File: src/rtl/crc32_pkg.sv
package crc32_pkg;
  localparam int unsigned CRC_WIDTH  = 32;
  localparam int unsigned BYTE_WIDTH = 8;
  localparam logic [CRC_WIDTH-1:0] POLY_REFLECTED = 32'hEDB88320;
  localparam logic [CRC_WIDTH-1:0] PRESET_VALUE   = 32'hFFFFFFFF;
  localparam logic [CRC_WIDTH-1:0] GOOD_RESIDUE   = 32'hDEBB20E3;

  typedef enum logic {
    DIR_RX = 1'b0,
    DIR_TX = 1'b1
  } frame_dir_e;
endpackage

File: src/rtl/crc32_byte_net.sv
// Unrolled next-state network: DATA_W single-bit shift steps of the
// reflected generator, chained into one combinational function.
module crc32_byte_net #(
  parameter int unsigned CRC_W  = crc32_pkg::CRC_WIDTH,
  parameter int unsigned DATA_W = crc32_pkg::BYTE_WIDTH,
  parameter logic [CRC_W-1:0] POLY = crc32_pkg::POLY_REFLECTED
) (
  input  logic [CRC_W-1:0]  crc_i,
  input  logic [DATA_W-1:0] data_i,
  output logic [CRC_W-1:0]  crc_o
);
  logic [DATA_W:0][CRC_W-1:0] stage;

  assign stage[0] = crc_i;

  generate
    for (genvar i = 0; i < DATA_W; i++) begin : g_step
      logic fb;
      assign fb = stage[i][0] ^ data_i[i];
      assign stage[i+1] = {1'b0, stage[i][CRC_W-1:1]} ^ ({CRC_W{fb}} & POLY);
    end
  endgenerate

  assign crc_o = stage[DATA_W];
endmodule

File: src/rtl/crc32_state.sv
// State register with preset on start of frame and hold on idle cycles.
module crc32_state #(
  parameter int unsigned CRC_W  = crc32_pkg::CRC_WIDTH,
  parameter int unsigned DATA_W = crc32_pkg::BYTE_WIDTH,
  parameter logic [CRC_W-1:0] POLY = crc32_pkg::POLY_REFLECTED,
  parameter logic [CRC_W-1:0] INIT = crc32_pkg::PRESET_VALUE
) (
  input  logic              clk,
  input  logic              rst,
  input  logic              sof_i,
  input  logic              take_i,
  input  logic [DATA_W-1:0] data_i,
  output logic [CRC_W-1:0]  crc_next_o
);
  logic [CRC_W-1:0] crc_q;
  logic [CRC_W-1:0] base;

  assign base = sof_i ? INIT : crc_q;

  crc32_byte_net #(
    .CRC_W (CRC_W),
    .DATA_W(DATA_W),
    .POLY  (POLY)
  ) u_net (
    .crc_i (base),
    .data_i(data_i),
    .crc_o (crc_next_o)
  );

  always_ff @(posedge clk) begin
    if (rst) begin
      crc_q <= INIT;
    end else if (take_i) begin
      crc_q <= crc_next_o;
    end else if (sof_i) begin
      crc_q <= INIT;
    end
  end


  idle_hold_chk: assert property (@(posedge clk) disable iff (rst)
    (!take_i && !sof_i) |=> $stable(crc_q));
endmodule

File: src/rtl/crc32_append.sv
// Emits the complemented check value, least significant byte first,
// on consecutive cycles.
module crc32_append #(
  parameter int unsigned CRC_W  = crc32_pkg::CRC_WIDTH,
  parameter int unsigned DATA_W = crc32_pkg::BYTE_WIDTH
) (
  input  logic              clk,
  input  logic              rst,
  input  logic              load_i,
  input  logic [CRC_W-1:0]  final_i,
  input  logic              abort_i,
  output logic              vld_o,
  output logic [DATA_W-1:0] byte_o
);
  localparam int unsigned NUM_BYTES = CRC_W / DATA_W;
  localparam int unsigned IDX_W     = (NUM_BYTES > 1) ? $clog2(NUM_BYTES) : 1;
  localparam logic [IDX_W-1:0] LAST_IDX = IDX_W'(NUM_BYTES - 1);

  logic [CRC_W-1:0] shift_q;
  logic [IDX_W-1:0] idx_q;
  logic             vld_q;

  always_ff @(posedge clk) begin
    if (rst) begin
      shift_q <= '0;
      idx_q   <= '0;
      vld_q   <= 1'b0;
    end else if (load_i) begin
      shift_q <= ~final_i;
      idx_q   <= '0;
      vld_q   <= 1'b1;
    end else if (vld_q) begin
      if (abort_i || idx_q == LAST_IDX) begin
        vld_q <= 1'b0;
      end else begin
        shift_q <= shift_q >> DATA_W;
        idx_q   <= idx_q + 1'b1;
      end
    end
  end

  assign vld_o  = vld_q;
  assign byte_o = shift_q[DATA_W-1:0];


  append_len_chk: assert property (@(posedge clk) disable iff (rst)
    ($fell(vld_q) && !$past(abort_i)) |-> ($past(idx_q) == LAST_IDX));


  abort_stop_chk: assert property (@(posedge clk) disable iff (rst)
    (abort_i && !load_i) |=> !vld_q);
endmodule

File: src/rtl/crc32_frame_engine.sv
module crc32_frame_engine #(
  parameter int unsigned CRC_W  = crc32_pkg::CRC_WIDTH,
  parameter int unsigned DATA_W = crc32_pkg::BYTE_WIDTH,
  parameter logic [CRC_W-1:0] POLY    = crc32_pkg::POLY_REFLECTED,
  parameter logic [CRC_W-1:0] INIT    = crc32_pkg::PRESET_VALUE,
  parameter logic [CRC_W-1:0] RESIDUE = crc32_pkg::GOOD_RESIDUE
) (
  input  logic              clk,
  input  logic              rst,
  input  logic              sof_i,
  input  logic              tx_mode_i,
  input  logic              byte_vld_i,
  input  logic [DATA_W-1:0] byte_i,
  input  logic              eof_i,
  output logic              app_vld_o,
  output logic [DATA_W-1:0] app_byte_o,
  output logic              done_o,
  output logic              pass_o
);
  import crc32_pkg::*;

  frame_dir_e       dir_q;
  frame_dir_e       dir_eff;
  logic             take;
  logic             last;
  logic [CRC_W-1:0] crc_next;
  logic             done_q;
  logic             pass_q;

  assign dir_eff = sof_i ? frame_dir_e'(tx_mode_i) : dir_q;
  assign take    = byte_vld_i && (sof_i || !app_vld_o);
  assign last    = take && eof_i;

  always_ff @(posedge clk) begin
    if (rst) begin
      dir_q <= DIR_RX;
    end else if (sof_i) begin
      dir_q <= frame_dir_e'(tx_mode_i);
    end
  end

  crc32_state #(
    .CRC_W (CRC_W),
    .DATA_W(DATA_W),
    .POLY  (POLY),
    .INIT  (INIT)
  ) u_state (
    .clk       (clk),
    .rst       (rst),
    .sof_i     (sof_i),
    .take_i    (take),
    .data_i    (byte_i),
    .crc_next_o(crc_next)
  );

  crc32_append #(
    .CRC_W (CRC_W),
    .DATA_W(DATA_W)
  ) u_append (
    .clk    (clk),
    .rst    (rst),
    .load_i (last && (dir_eff == DIR_TX)),
    .final_i(crc_next),
    .abort_i(sof_i),
    .vld_o  (app_vld_o),
    .byte_o (app_byte_o)
  );

  always_ff @(posedge clk) begin
    if (rst) begin
      done_q <= 1'b0;
      pass_q <= 1'b0;
    end else begin
      done_q <= last;
      if (last) begin
        pass_q <= (dir_eff == DIR_RX) && (crc_next == RESIDUE);
      end else if (sof_i) begin
        pass_q <= 1'b0;
      end
    end
  end

  assign done_o = done_q;
  assign pass_o = pass_q;


  done_with_append_chk: assert property (@(posedge clk) disable iff (rst)
    (done_o && dir_q == DIR_TX) |-> (app_vld_o && !$past(app_vld_o)));


  rx_silent_chk: assert property (@(posedge clk) disable iff (rst)
    (dir_q == DIR_RX && !$past(sof_i)) |-> !$rose(app_vld_o));


  pass_rise_chk: assert property (@(posedge clk) disable iff (rst)
    $rose(pass_o) |-> done_o);


  sof_clears_chk: assert property (@(posedge clk) disable iff (rst)
    (sof_i && !last) |=> !pass_o);
endmodule

File: config.mk
export PLATFORM = sky130hd
export DESIGN_NAME = crc32_frame_engine
export DESIGN_NICKNAME = d
export VERILOG_FILES = /design/src/rtl/crc32_pkg.sv /design/src/rtl/crc32_byte_net.sv /design/src/rtl/crc32_state.sv /design/src/rtl/crc32_append.sv /design/src/rtl/crc32_frame_engine.sv
export SDC_FILE = /design/constraint.sdc
export NUM_CORES = 1
export LEC_CHECK = 0
export CAP_MARGIN = 20
export CORE_MARGIN = 2
export CORE_UTILIZATION = 35
export CTS_CLUSTER_DIAMETER = 30
export DETAILED_ROUTE_END_ITERATION = 7
export PLACE_DENSITY = 0.56
export SYNTH_ARGS = -nofsm -noshare
export SYNTH_HDL_FRONTEND = slang
export SYNTH_HIERARCHICAL = 1
export SYNTH_SLANG_ARGS = --single-unit
File: constraint.sdc
create_clock -name clk -period 9.61 [get_ports clk]
set_input_delay 1.922 -clock clk [delete_from_list [all_inputs] [get_ports clk]]
set_output_delay 1.922 -clock clk [all_outputs]
set_load 0.02 [all_outputs]
### After elaboration in Yosys (flattened, before gate mapping)

Index checks and enable logic that the tools add are counted.

| storage, ports and cells | value |
|---|---|
| bits in registers | 70 |
| latch bits | 0 |
| RAM bits | 0 |
| memory bits (read-only) | 0 |
| bits of input ports | 14 |
| output and inout port bits | 11 |
| word-level logic and storage cells | 53 |
| memories kept | 0 |

| cells by class | value |
|---|---|
| add/sub/neg operators | 1 |
| multiply operators | 0 |
| div/mod/pow operators | 0 |
| $lt $le $gt $ge | 0 |
| equal/unequal tests | 3 |
| shift-type cells | 0 |
| multiplexer cells | 11 |
| bitwise logic cells | 19 |
| reductions and logical operators | 12 |

Operators by type and width:

| cell | count |
|---|---|
| bitwise XOR 31 x 32 -> 32 bit | 8 |
| two-way mux 32 bit | 5 |
| == test 32 bit (second input constant) | 1 |
| inverter 32 bit | 1 |
| bitwise XOR 1 bit | 8 |
| two-way mux 1 bit | 6 |
| logical AND 1 bit | 4 |
| AND reduction 2 bit | 2 |
| nonzero test 2 bit | 2 |
| adder 2 x 1 -> 2 bit (second input constant) | 1 |
| == test 2 bit (second input constant) | 1 |
| logical OR 1 bit | 2 |
| != test 2 x 1 -> 1 bit (second input constant) | 1 |
| inverter 1 bit | 2 |
| OR reduction 2 bit | 1 |
| zero test 1 bit | 1 |

### Longest topological paths before layout

| depth | value |
|---|---|
| depth in word-level cells | 20 |
| mapped depth | 11 |

### By module

Netlist, hierarchy kept.

By module, submodules not included:

| module | times used | cells an instance | area each (um^2) |
|---|---|---|---|
| crc32_append | 1 | 165 | 1604.0 |
| crc32_state | 1 | 174 | 1477.7 |
| crc32_byte_net | 1 | 67 | 977.2 |
| crc32_frame_engine | 1 | 25 | 224.0 |

### Worst setup path after synthesis

No wires, ideal clock.

| timing path | value |
|---|---|
| path type | input to register |
| from | in sof_i |
| to | reg pass_q, in the netlist pass_o |
| setup time | 0.070 ns |
| arrival | 4.775 ns |
| path slack | 4.765 ns |
| cell stages on the path | 10 |
| path through | buf_2 nor2_1 inv_1 xnor2_4 xor2_2 xnor3_1 or4b_1 or4_1 or4_1 a21oi_1 |

| on the way | value |
|---|---|
| elaborated cells on any way between the ends | 26 |
| classes of those cells | eq/ne (1); mux (3); bitwise (17); reduce/logical (5) |

RTL lines:

| element | RTL line | text |
|---|---|---|
| start, declared | crc32_frame_engine.sv:10 | `input logic sof_i,` |
| two-way mux 32 bit | -- |  |
| via u_state.base[6] | crc32_state.sv:16 | `logic [CRC_W-1:0] base;` |
| bitwise XOR 31 x 32 -> 32 bit (6 in a row) | crc32_byte_net.sv:20 | `assign stage[i+1] = {1'b0, stage[i][CRC_W-1:1]} ^ ({CRC_W{fb}} & POLY);` |
| bitwise XOR 1 bit | crc32_byte_net.sv:19 | `assign fb = stage[i][0] ^ data_i[i];` |
| bitwise XOR 31 x 32 -> 32 bit (2 in a row) | crc32_byte_net.sv:20 |  |
| via crc_next[4] | crc32_frame_engine.sv:26 | `logic [CRC_W-1:0] crc_next;` |
| == test 32 bit | crc32_frame_engine.sv:76 | `pass_q <= (dir_eff == DIR_RX) && (crc_next == RESIDUE);` |
| logical AND 1 bit | crc32_frame_engine.sv:76 |  |
| two-way mux 1 bit | crc32_frame_engine.sv:75 | `if (last) begin` |
| end signal, assigned | crc32_frame_engine.sv:76 |  |
| end, declared | crc32_frame_engine.sv:28 | `logic pass_q;` |

The timed path passes the listed nets, and every way through them passes these cells.
A chain may end at the register's enable or synchronous reset.

### Worst setup path after layout

Same ends and word-level chain as after synthesis.

==> impl_metrics.csv <==
group,metric,value,unit
sta,setup_viol,0,
finish,seq_area,1401,um^2
clocking,post_cts_resized,0,
sta,hold_violations,0,
sta,min_period,5.844,ns
worst_setup_path,start_kind,"input pin",
finish,fillers,1163,
synth,synth_edf_count,0,
global_routing,grtUsageMet3,3.229,%
worst_setup_path,crit_start,"sof_i",
finish,drive_gt1_share,17.62,%
clocking,cts_root_buf,"clkbuf_16",
sta,slew_viol_final,0,
clocking,cts_buffers,9,
routing,routedWlPerCell,18.23,um
power_and_ir_drop,leakagePower,1.665,nW
worst_hold_path,hp-class,"flop to flop",
sta,fin_ws,3.766,ns
place,gp_congestion,0.8608,
worst_setup_path,crit_type,"input pin to flop",
place,io_buffers,24,
sta,skew,0.006608,ns
routing,vias,3033,
die,start_util,35.81,%
sta,fmax,171.1,MHz
global_routing,groute.usage.overall,17.20,%
synth,syn-mean-instance-area,9.937,um^2
die,die_area,13140,um^2
die,pin_count,25,
finish,instances_no_fill,584,
synth,ys_seq_area_share,32.72,%
synth,syn-num-nets,446,
finish,n_antenna_cell,0,
global_routing,first_global_vias,3046,
global_routing,grt_pass1_wl,17190,um
worst_setup_path,worstPathMaxFanout,25,
synth,synth_ff_type,"dfxtp_1",
global_routing,grt.met2_usage,26.55,%
routing,vias_per_cell,5.193,
worst_hold_path,hold_start,"u_append/shift_q[18]$_SDFFE_PP0P_",
power_and_ir_drop,clockPowerShare,30.9,%
clocking,clkTransAtPathRegs,0.06,ns
clocking,htree_num_levels,3,
global_routing,antenna_found_initial,0,
clocking,post_cts_buffers,0,
worst_setup_path,rrSetupSlack,6.17,ns
routing,routed_wirelength,10650,um
power_and_ir_drop,ir_worst_vdd,0.00008463,V
global_routing,grt_max_degree,51,
routing,drt_iter0_markers,233,
synth,synth_area,4283,um^2
power_and_ir_drop,power_frac_comb,38.0,%
clocking,cts_sinks,70,
sta,worst_slew_pin_slew,0.8250,ns
clocking,tritoncts,"built",
global_routing,top_usage_layer,"met2",
sta,rsz0062_at_grt,"false",
synth,yosysWarnings,6,
routing,drt_first_pass_iters,4,
global_routing,use_met1,23.61,%
worst_setup_path,worstSetupEndpointType,"flop",
die,row_count,40,
sta,setup_tns,0,ns
power_and_ir_drop,p_sw_share,34.70,%
place,dp_hpwl,7477,um
finish,nets,448,
outcome,run_status,"completed",
sta,relSlewSlack,44.87,%
routing,drc,0,
power_and_ir_drop,switching_power,0.3752,mW
finish,multiInputGateArea,2496,um^2
synth,synthArstFlopShare,0,%
synth,syn_inst,431,
worst_setup_path,required,9.87,ns
die,fp.dieW,114.6,um
power_and_ir_drop,power_frac_seq,31.1,%
place,dp.cells,569,
sta,period_share,60.81,%
power_and_ir_drop,internal_power,0.7061,mW
die,fp.dieH,114.6,um
flow_run,maxCapViolCount,0,
routing,antenna_left,0,
clocking,cts_hold_buf,0,
clocking,cts_buffer_depth,2,
power_and_ir_drop,power_density,224.5,nW/um^2
synth,synth-seq-cells,70,
clocking,clk_latency,0.33,ns
place,dp_slack,3.494,ns
finish,syn2layout_area_growth,12.47,%
worst_setup_path,arrival,6.10,ns
die,coreArea,11960,um^2
global_routing,grt_overflow_total,0,
worst_setup_path,rr_startpoint,"u_state/crc_q[0]$_SDFF_PP1_",
synth,synth.distinct_cells,44,
-- layout by cell type, fill, tap and decap left out, types with 6 or more instances in the layout --
| cell | n |
|---|---|
| a21oi_1 | 63 |
| a221oi_2 | 17 |
| nor3b_2 | 14 |
| clkbuf_16 | 9 |
| xnor2_4 | 6 |
| clkdlybuf4s50_1 | 23 |
| nand2b_1 | 8 |
| nand2_1 | 25 |
| xnor2_1 | 31 |
| dfxtp_1 | 70 |
| nand3b_1 | 8 |
| xor2_1 | 9 |
| xnor3_1 | 8 |
| nor3b_1 | 18 |
| nor2_1 | 36 |
| a221oi_1 | 7 |
| inv_1 | 35 |
-- critical path, cell delays in order --
cell and delay [ns]:
clkdlybuf4s50_1 0.68, buf_4 0.37, nor2_1 0.17, inv_1 0.11, xnor2_4 0.39, xor2_2 0.40, xnor3_1 0.46, or4b_1 0.50
or4_1 0.43, or4_1 0.51, a21oi_1 0.15
-- cell usage after synthesis, drive strengths merged, types with 2 or more instances --
master | n | area [um^2]
dfxtp | 70 | 1401
a21oi | 65 | 332.8
xnor2 | 39 | 469.2
nor2 | 38 | 150.1
inv | 35 | 131.4
buf | 33 | 242.7
nor3b | 33 | 329.1
nand2 | 25 | 93.84
a221oi | 24 | 316.6
xnor3 | 10 | 227.7
xor2 | 10 | 95.10
nand2b | 8 | 50.05
nand3b | 8 | 60.06
xor3 | 7 | 182.7
clkbuf | 6 | 22.52
mux2i | 2 | 20.02
nand3 | 2 | 10.01
nand4 | 2 | 27.53
nor3 | 2 | 10.01
or4 | 2 | 15.01
-- cells by family (layout without fill, tap and decap cells) --
| logic type | count (synthesis) | in the layout | share of synthesized area (%) |
|---|---|---|---|
| compound gates | 91 | 91 | 15.63 |
| fa+ha+maj | 1 | 1 | 0.2921 |
| mux | 2 | 2 | 0.4674 |
| flops | 70 | 70 | 32.72 |
| buf+inv | 74 | 80 | 9.261 |
| simple gates | 127 | 127 | 18.87 |
| xor+xnor | 66 | 66 | 22.76 |
-- layout make-up --
cell class                      instances  area share [%]
Multi-Input combinational cell        287           51.82
Sequential cell                        70           29.09
Timing Repair Buffer                   30           6.390
Clock buffer                            9           4.675
Tap cell                              147           3.818
Inverter                               35           2.727
Clock inverter                          6           1.481
-- flip-flops by register name (all words and copies together), names as in the netlist --
| name | flops |
|---|---|
| u_append/shift_q | 32 |
| u_state/crc_q | 32 |
| u_append/idx_q | 2 |
| dir_q | 1 |
| done_o | 1 |
| pass_o | 1 |
| u_append/vld_o | 1 |
-- per-layer routing --
| layer | vias to the layer above | routed length, um |
|---|---|---|
| met5 | - | 0 |
| met4 | 0 | 255 |
| met3 | 18 | 520 |
| met2 | 90 | 4882 |
| met1 | 1454 | 4989 |
| li1 | 1471 | - |
-- power by group through the flow --
stage	registers (mW)	clock network, mW	logic (mW)
4_1_cts	0.337	0.339	0.410
3_3_place_gp	0.342	0	0.406
2_1_floorplan	0.340	0	0.312
6_report	0.337	0.334	0.411
3_5_place_dp	0.343	0	0.408
5_1_grt	0.340	0.351	0.436
-- per-stage QoR --
stage,hold WS (ns),power (mW),instance area [um^2],utilization [%]
after floorplan,0.4492,0.6518,4283,-
after global placement,0.4550,0.7477,4478,37.44
after detailed placement,0.4609,0.7503,4521,37.79
after CTS,0.4711,1.086,4817,40.27
after global routing,0.4963,1.127,4817,40.27
final,0.4680,1.081,4817,40.27
-- final timing paths --
kind / to / cells past startpoint
hold / removal: u_append/shift_q[18]$_SDFFE_PP0P_ / 2
hold reg to reg: u_append/shift_q[18]$_SDFFE_PP0P_ / 2
setup / recovery: pass_o$_SDFFE_PP0P_ / 11
setup reg to reg: pass_o$_SDFFE_PP0P_ / 9
Note: power is estimated with default switching activity, not from simulation.
